## src/rtl/irq_aggr_pkg.sv

```systemverilog
package irq_aggr_pkg;

  localparam int REG_AW = 2;

  typedef enum logic [REG_AW-1:0] {
    REG_TRIG  = 2'd0,
    REG_SENSE = 2'd1,
    REG_BLOCK = 2'd2,
    REG_FLAG  = 2'd3
  } irq_reg_e;

endpackage

```

## src/rtl/irq_aggr_cfg.sv

```systemverilog
module irq_aggr_cfg
  import irq_aggr_pkg::*;
#(
  parameter int                 NUM_LINES = 14,
  parameter logic [NUM_LINES-1:0] SENSE_RST = '1
) (
  input  logic                 clk,
  input  logic                 rst_n,
  input  logic                 wr_en,
  input  logic [REG_AW-1:0]    wr_addr,
  input  logic [NUM_LINES-1:0] wr_bits,
  output logic [NUM_LINES-1:0] trig_q,
  output logic [NUM_LINES-1:0] sense_q,
  output logic [NUM_LINES-1:0] block_q
);

  irq_reg_e sel;
  assign sel = irq_reg_e'(wr_addr);

  logic hit_trig, hit_sense, hit_block;
  assign hit_trig  = wr_en && (sel == REG_TRIG);
  assign hit_sense = wr_en && (sel == REG_SENSE);
  assign hit_block = wr_en && (sel == REG_BLOCK);

  always_ff @(posedge clk or negedge rst_n) begin
    if (!rst_n) begin
      trig_q  <= '0;
      sense_q <= SENSE_RST;
      block_q <= '0;
    end else begin
      if (hit_trig)  trig_q  <= wr_bits;
      if (hit_sense) sense_q <= wr_bits;
      if (hit_block) block_q <= wr_bits;
    end
  end

endmodule

```

## src/rtl/irq_aggr_detect.sv

```systemverilog
module irq_aggr_detect #(
  parameter int NUM_LINES = 14
) (
  input  logic                 clk,
  input  logic                 rst_n,
  input  logic [NUM_LINES-1:0] line_in,
  input  logic [NUM_LINES-1:0] trig,
  input  logic [NUM_LINES-1:0] sense,
  output logic [NUM_LINES-1:0] hit
);

  logic [NUM_LINES-1:0] prev_q;

  always_ff @(posedge clk or negedge rst_n) begin
    if (!rst_n) prev_q <= '0;
    else        prev_q <= line_in;
  end

  for (genvar i = 0; i < NUM_LINES; i++) begin : g_line
    logic rise, fall, edge_ev, level_ev;
    assign rise     = line_in[i] & ~prev_q[i];
    assign fall     = ~line_in[i] & prev_q[i];
    assign edge_ev  = sense[i] ? rise : fall;
    assign level_ev = sense[i] ? line_in[i] : ~line_in[i];
    assign hit[i]   = trig[i] ? edge_ev : level_ev;
  end

endmodule

```

## src/rtl/irq_aggr_flags.sv

```systemverilog
module irq_aggr_flags #(
  parameter int NUM_LINES = 14
) (
  input  logic                 clk,
  input  logic                 rst_n,
  input  logic [NUM_LINES-1:0] hit,
  input  logic                 clr_en,
  input  logic [NUM_LINES-1:0] clr_bits,
  output logic [NUM_LINES-1:0] flag_q
);

  logic [NUM_LINES-1:0] clr_mask;
  logic [NUM_LINES-1:0] flag_d;

  assign clr_mask = clr_en ? clr_bits : '0;
  // set has priority over clear on the same edge
  assign flag_d   = (flag_q & ~clr_mask) | hit;

  always_ff @(posedge clk or negedge rst_n) begin
    if (!rst_n) flag_q <= '0;
    else        flag_q <= flag_d;
  end

endmodule

```

## src/rtl/irq_aggr_top.sv

```systemverilog
module irq_aggr_top
  import irq_aggr_pkg::*;
#(
  parameter int NUM_LINES = 14,
  parameter int DATA_W    = 32
) (
  input  logic                 clk,
  input  logic                 rst_n,
  input  logic [NUM_LINES-1:0] irq_in,
  input  logic                 cfg_we,
  input  logic [REG_AW-1:0]    cfg_addr,
  input  logic [DATA_W-1:0]    cfg_wdata,
  output logic [DATA_W-1:0]    cfg_rdata,
  output logic                 irq_out
);

  localparam logic [NUM_LINES-1:0] SENSE_RST = '1;

  logic [NUM_LINES-1:0] wr_bits;
  logic [NUM_LINES-1:0] trig_q, sense_q, block_q;
  logic [NUM_LINES-1:0] hit, flag_q;
  logic                 flag_wr;

  assign wr_bits = cfg_wdata[NUM_LINES-1:0];
  assign flag_wr = cfg_we && (irq_reg_e'(cfg_addr) == REG_FLAG);

  if (DATA_W > NUM_LINES) begin : g_hi
    logic unused_hi;
    assign unused_hi = ^cfg_wdata[DATA_W-1:NUM_LINES];
  end

  irq_aggr_cfg #(.NUM_LINES(NUM_LINES), .SENSE_RST(SENSE_RST)) u_cfg (
    .clk     (clk),
    .rst_n   (rst_n),
    .wr_en   (cfg_we),
    .wr_addr (cfg_addr),
    .wr_bits (wr_bits),
    .trig_q  (trig_q),
    .sense_q (sense_q),
    .block_q (block_q)
  );

  irq_aggr_detect #(.NUM_LINES(NUM_LINES)) u_det (
    .clk     (clk),
    .rst_n   (rst_n),
    .line_in (irq_in),
    .trig    (trig_q),
    .sense   (sense_q),
    .hit     (hit)
  );

  irq_aggr_flags #(.NUM_LINES(NUM_LINES)) u_flg (
    .clk      (clk),
    .rst_n    (rst_n),
    .hit      (hit),
    .clr_en   (flag_wr),
    .clr_bits (wr_bits),
    .flag_q   (flag_q)
  );

  always_comb begin
    cfg_rdata = '0;
    unique case (irq_reg_e'(cfg_addr))
      REG_TRIG:  cfg_rdata[NUM_LINES-1:0] = trig_q;
      REG_SENSE: cfg_rdata[NUM_LINES-1:0] = sense_q;
      REG_BLOCK: cfg_rdata[NUM_LINES-1:0] = block_q;
      REG_FLAG:  cfg_rdata[NUM_LINES-1:0] = flag_q;
      default:   cfg_rdata = '0;
    endcase
  end

  assign irq_out = |(flag_q & ~block_q);

endmodule

```

## config.mk

```make
export PLATFORM = sky130hd
export DESIGN_NAME = irq_aggr_top
export DESIGN_NICKNAME = d
export VERILOG_FILES = /design/src/rtl/irq_aggr_pkg.sv /design/src/rtl/irq_aggr_cfg.sv /design/src/rtl/irq_aggr_detect.sv /design/src/rtl/irq_aggr_flags.sv /design/src/rtl/irq_aggr_top.sv
export SDC_FILE = /design/constraint.sdc
export NUM_CORES = 1
export LEC_CHECK = 0
export ABC_AREA = 1
export BUFFER_PORTS_ARGS = -buffer_cell sky130_fd_sc_hd__buf_2
export CORE_MARGIN = 4
export CORE_UTILIZATION = 34
export DETAILED_ROUTE_END_ITERATION = 10
export GPL_TIMING_DRIVEN = 0
export PLACE_DENSITY = 0.64
export SYNTH_ARGS = -nofsm -noshare
export SYNTH_HDL_FRONTEND = slang
export SYNTH_SLANG_ARGS = --single-unit
```

## constraint.sdc

```tcl
create_clock -name clk -period 1.7 [get_ports clk]
set_input_delay 0.34 -clock clk [delete_from_list [all_inputs] [get_ports clk]]
set_output_delay 0.34 -clock clk [all_outputs]
set_load 0.01 [all_outputs]
```

==> flow_metrics.env <==
export IMPL_antenna_found_initial=0
export IMPL_grt_pass1_vias=2950
export IMPL_grt_usage_pct=14.8
export IMPL_drive_above_1_share_pct=31.6
export IMPL_path_max_fanout=3
export IMPL_avgSynthCellArea_um2=8.20
export IMPL_worstPathArrival_ns=1.33
export IMPL_grt_pass1_wl_mm=14.7
export IMPL_slowest_delay_ns=0.41
export IMPL_area_growth_pct=22.4
export IMPL_grt_max_degree=71
export IMPL_via_per_inst=4.60
export IMPL_crit_chain="nand2_1, nand3_2, nor2_2, nand3_2, buf_6"
export IMPL_fin_crit_sh_pct=98.2
export IMPL_timing_worst_slew_pin_value_ns=0.894
export IMPL_cts_buffer_depth=2
export IMPL_wirelength_mm=8.97
export IMPL_relSlewSlack_pct=40.4
export IMPL_drt_iter0_drc=141
export IMPL_diodes=0
export IMPL_min_period_ns=1.67
export IMPL_cts_tree="done"
export IMPL_vias=3056
export IMPL_seq_area_frac_synth_pct=49.1
export IMPL_synth_ff_latch_count=70
export IMPL_firstDrtPassIters=5
export IMPL_cts_sinks=70
export IMPL_crit_buf_inv=1
export IMPL_crit_family="simple AND/OR/NAND/NOR gates"
export IMPL_hold_slack_ns=0.110
export IMPL_clkLatencyLatePin_ns=0.36
export IMPL_core_um2=10300
export IMPL_worst_setup_path_start_kind="flop"
export IMPL_n_fill_cell=1038
export IMPL_min_path_type="input port to asynchronous set/reset pin"
export IMPL_timing_fmax_ghz=0.599
export IMPL_crit_type="flop to output port"
export IMPL_rows=37
export IMPL_h_tree_depth=3
export IMPL_gp_congestion=0.789
export IMPL_cts_root_buffer="clkbuf_8"
export IMPL_syn_instance_count=439
export IMPL_setup_viol=0
export IMPL_total_leakage_power_nw=2.23
export IMPL_ant_nets=0
export IMPL_wl_per_cell_um=13.5
export IMPL_die_h_um=111
export IMPL_start_util_pct=34.9
export IMPL_crit_path_end_kind="output port"
export IMPL_finalHoldViolCount=0
export IMPL_dieWidth_um=111
export IMPL_dieArea_um2=12300
export IMPL_cp_slowest_cell="dfrtp_1"
export IMPL_final_util_pct=42.7
export IMPL_clk_pin_slew_ns=0.08
export IMPL_yosys_warnings=0
export IMPL_io_pins=84
export IMPL_synth_area_um2=3600
export IMPL_power_density_nw_per_um2=1020
export IMPL_place_ws_ns=-0.225
export IMPL_critPathRequiredTime_ns=1.36
export IMPL_status="complete, no violations"
export IMPL_num_nets_final=574
export IMPL_crit_top_cell="nand3_2"
export IMPL_numCtsBuffers=9
export IMPL_grt_overflow=0
export IMPL_dpl_hpwl_mm=6.15
export IMPL_ir_drop_uv=367
export IMPL_drcViolationCount=0
export IMPL_rsz0062_at_grt="yes"
export IMPL_port_buffers=47
export IMPL_cap_violations=0
export IMPL_setup_slack_ns=0.0300
export IMPL_netlist_cell_type_count=19
export IMPL_clock_skew_ns=0.00354
export IMPL_slew_violations=0
==> cell type report <==
type | instances | area, um2 | area share [%]
clock buffers | 10 | 138 | 3.12
inverters | 59 | 221 | 5.03
repair buffers | 56 | 312 | 7.07
multi-input cells | 298 | 1470 | 33.3
flip-flops and latches | 70 | 1770 | 40.2
plain buffers | 29 | 243 | 5.51
well taps | 136 | 170 | 3.86
clock inverters | 6 | 85.1 | 1.93
==> routing by layer <==
metal	routed length, um	GRT usage, %	up-vias
met5	0	0	-
met4	107	4.52	0
met3	413	3.55	9
met2	4290	23.3	70
met1	4160	20.2	1452
li1	-	-	1525
==> placed cells by master, fill, tap and decap left out, types with 9 or more instances in the layout <==
cell type / instances
nand3_1: 15
nand2_1: 150
conb_1: 18
buf_4: 29
buf_2: 47
buf_6: 9
o21ai_2: 38
nor2_1: 16
clkbuf_8: 10
inv_1: 56
o21ai_0: 30
dfstp_2: 14
nand4_1: 14
dfrtp_1: 56
==> registers in the layout, summed over array words and instances (netlist names) <==
signal	count
u_flg.flag_q	14
u_cfg.trig_q	14
u_cfg.sense_q	14
u_cfg.block_q	14
u_det.prev_q	14
==> path summary, 6_finish.rpt <==
check	from	endpoint	slack (ns)	cells after the start
hold / removal	rst_n	u_det.prev_q[13]$_DFF_PN0_	0.11	1
min in group clk	irq_in[7]	u_det.prev_q[7]$_DFF_PN0_	0.11	1
setup reg to reg	u_cfg.sense_q[2]$_DFFE_PN1P_	u_flg.flag_q[2]$_DFF_PN0_	0.71	5
max in group asynchronous	rst_n	u_cfg.trig_q[8]$_DFFE_PN0P_	1.02	1
setup / recovery	u_flg.flag_q[12]$_DFF_PN0_	irq_out	0.03	5
hold reg to reg	u_cfg.sense_q[1]$_DFFE_PN1P_	u_cfg.sense_q[1]$_DFFE_PN1P_	0.50	2
==> what timing repair did <==
item | CTS | global route
gates resized for setup | 6 | 11
hold endpoints to repair | 0 | 0
buffers inserted | 1 | 8
hold buffers | 0 | 0
pin swaps | 0 | 4
setup endpoints to repair | 13 | 11
==> logic make-up after synthesis <==
kind of cell,count (synthesis),synth area share (%)
other,1,0.104
buffers and inverters,88,12.3
DFF,70,49.1
AOI/OAI and AO/OA,74,14.3
and+or+nand+nor,206,24.2
==> cell usage after synthesis <==
library cell	number	area share, %
buf_2	5	0.70
buf_4	18	3.8
buf_6	5	1.6
clkbuf_1	1	0.10
conb_1	1	0.10
dfrtp_1	56	39
dfstp_2	14	10
inv_1	56	5.8
inv_2	3	0.31
nand2_1	151	16
nand2_2	2	0.35
nand2_4	2	0.63
nand3_1	17	2.4
nand4_1	14	2.4
nor2_1	17	1.8
nor2_4	3	0.94
o21ai_0	32	4.4
o21ai_1	4	0.56
o21ai_2	38	9.2
==> metrics by stage <==
| stage | power, mW | cell area (um2) | instances | TNS [ns] |
|---|---|---|---|---|
| floorplan | 2.66 | 3660 | 456 | 0 |
| global placement | 2.92 | 4070 | 639 | -8.31 |
| detailed placement | 2.96 | 4070 | 639 | -2.16 |
| CTS | 4.49 | 4320 | 656 | 0 |
| global route | 4.75 | 4410 | 664 | -0.0361 |
| finish | 4.51 | 4410 | 664 | 0 |
==> power breakdown <==
group	total [mW]	internal (mW)	switching, mW
registers	2.10	1.91	0.187
logic	0.880	0.372	0.509
clock network	1.52	0.860	0.664
(Power assumes the default switching activity.)
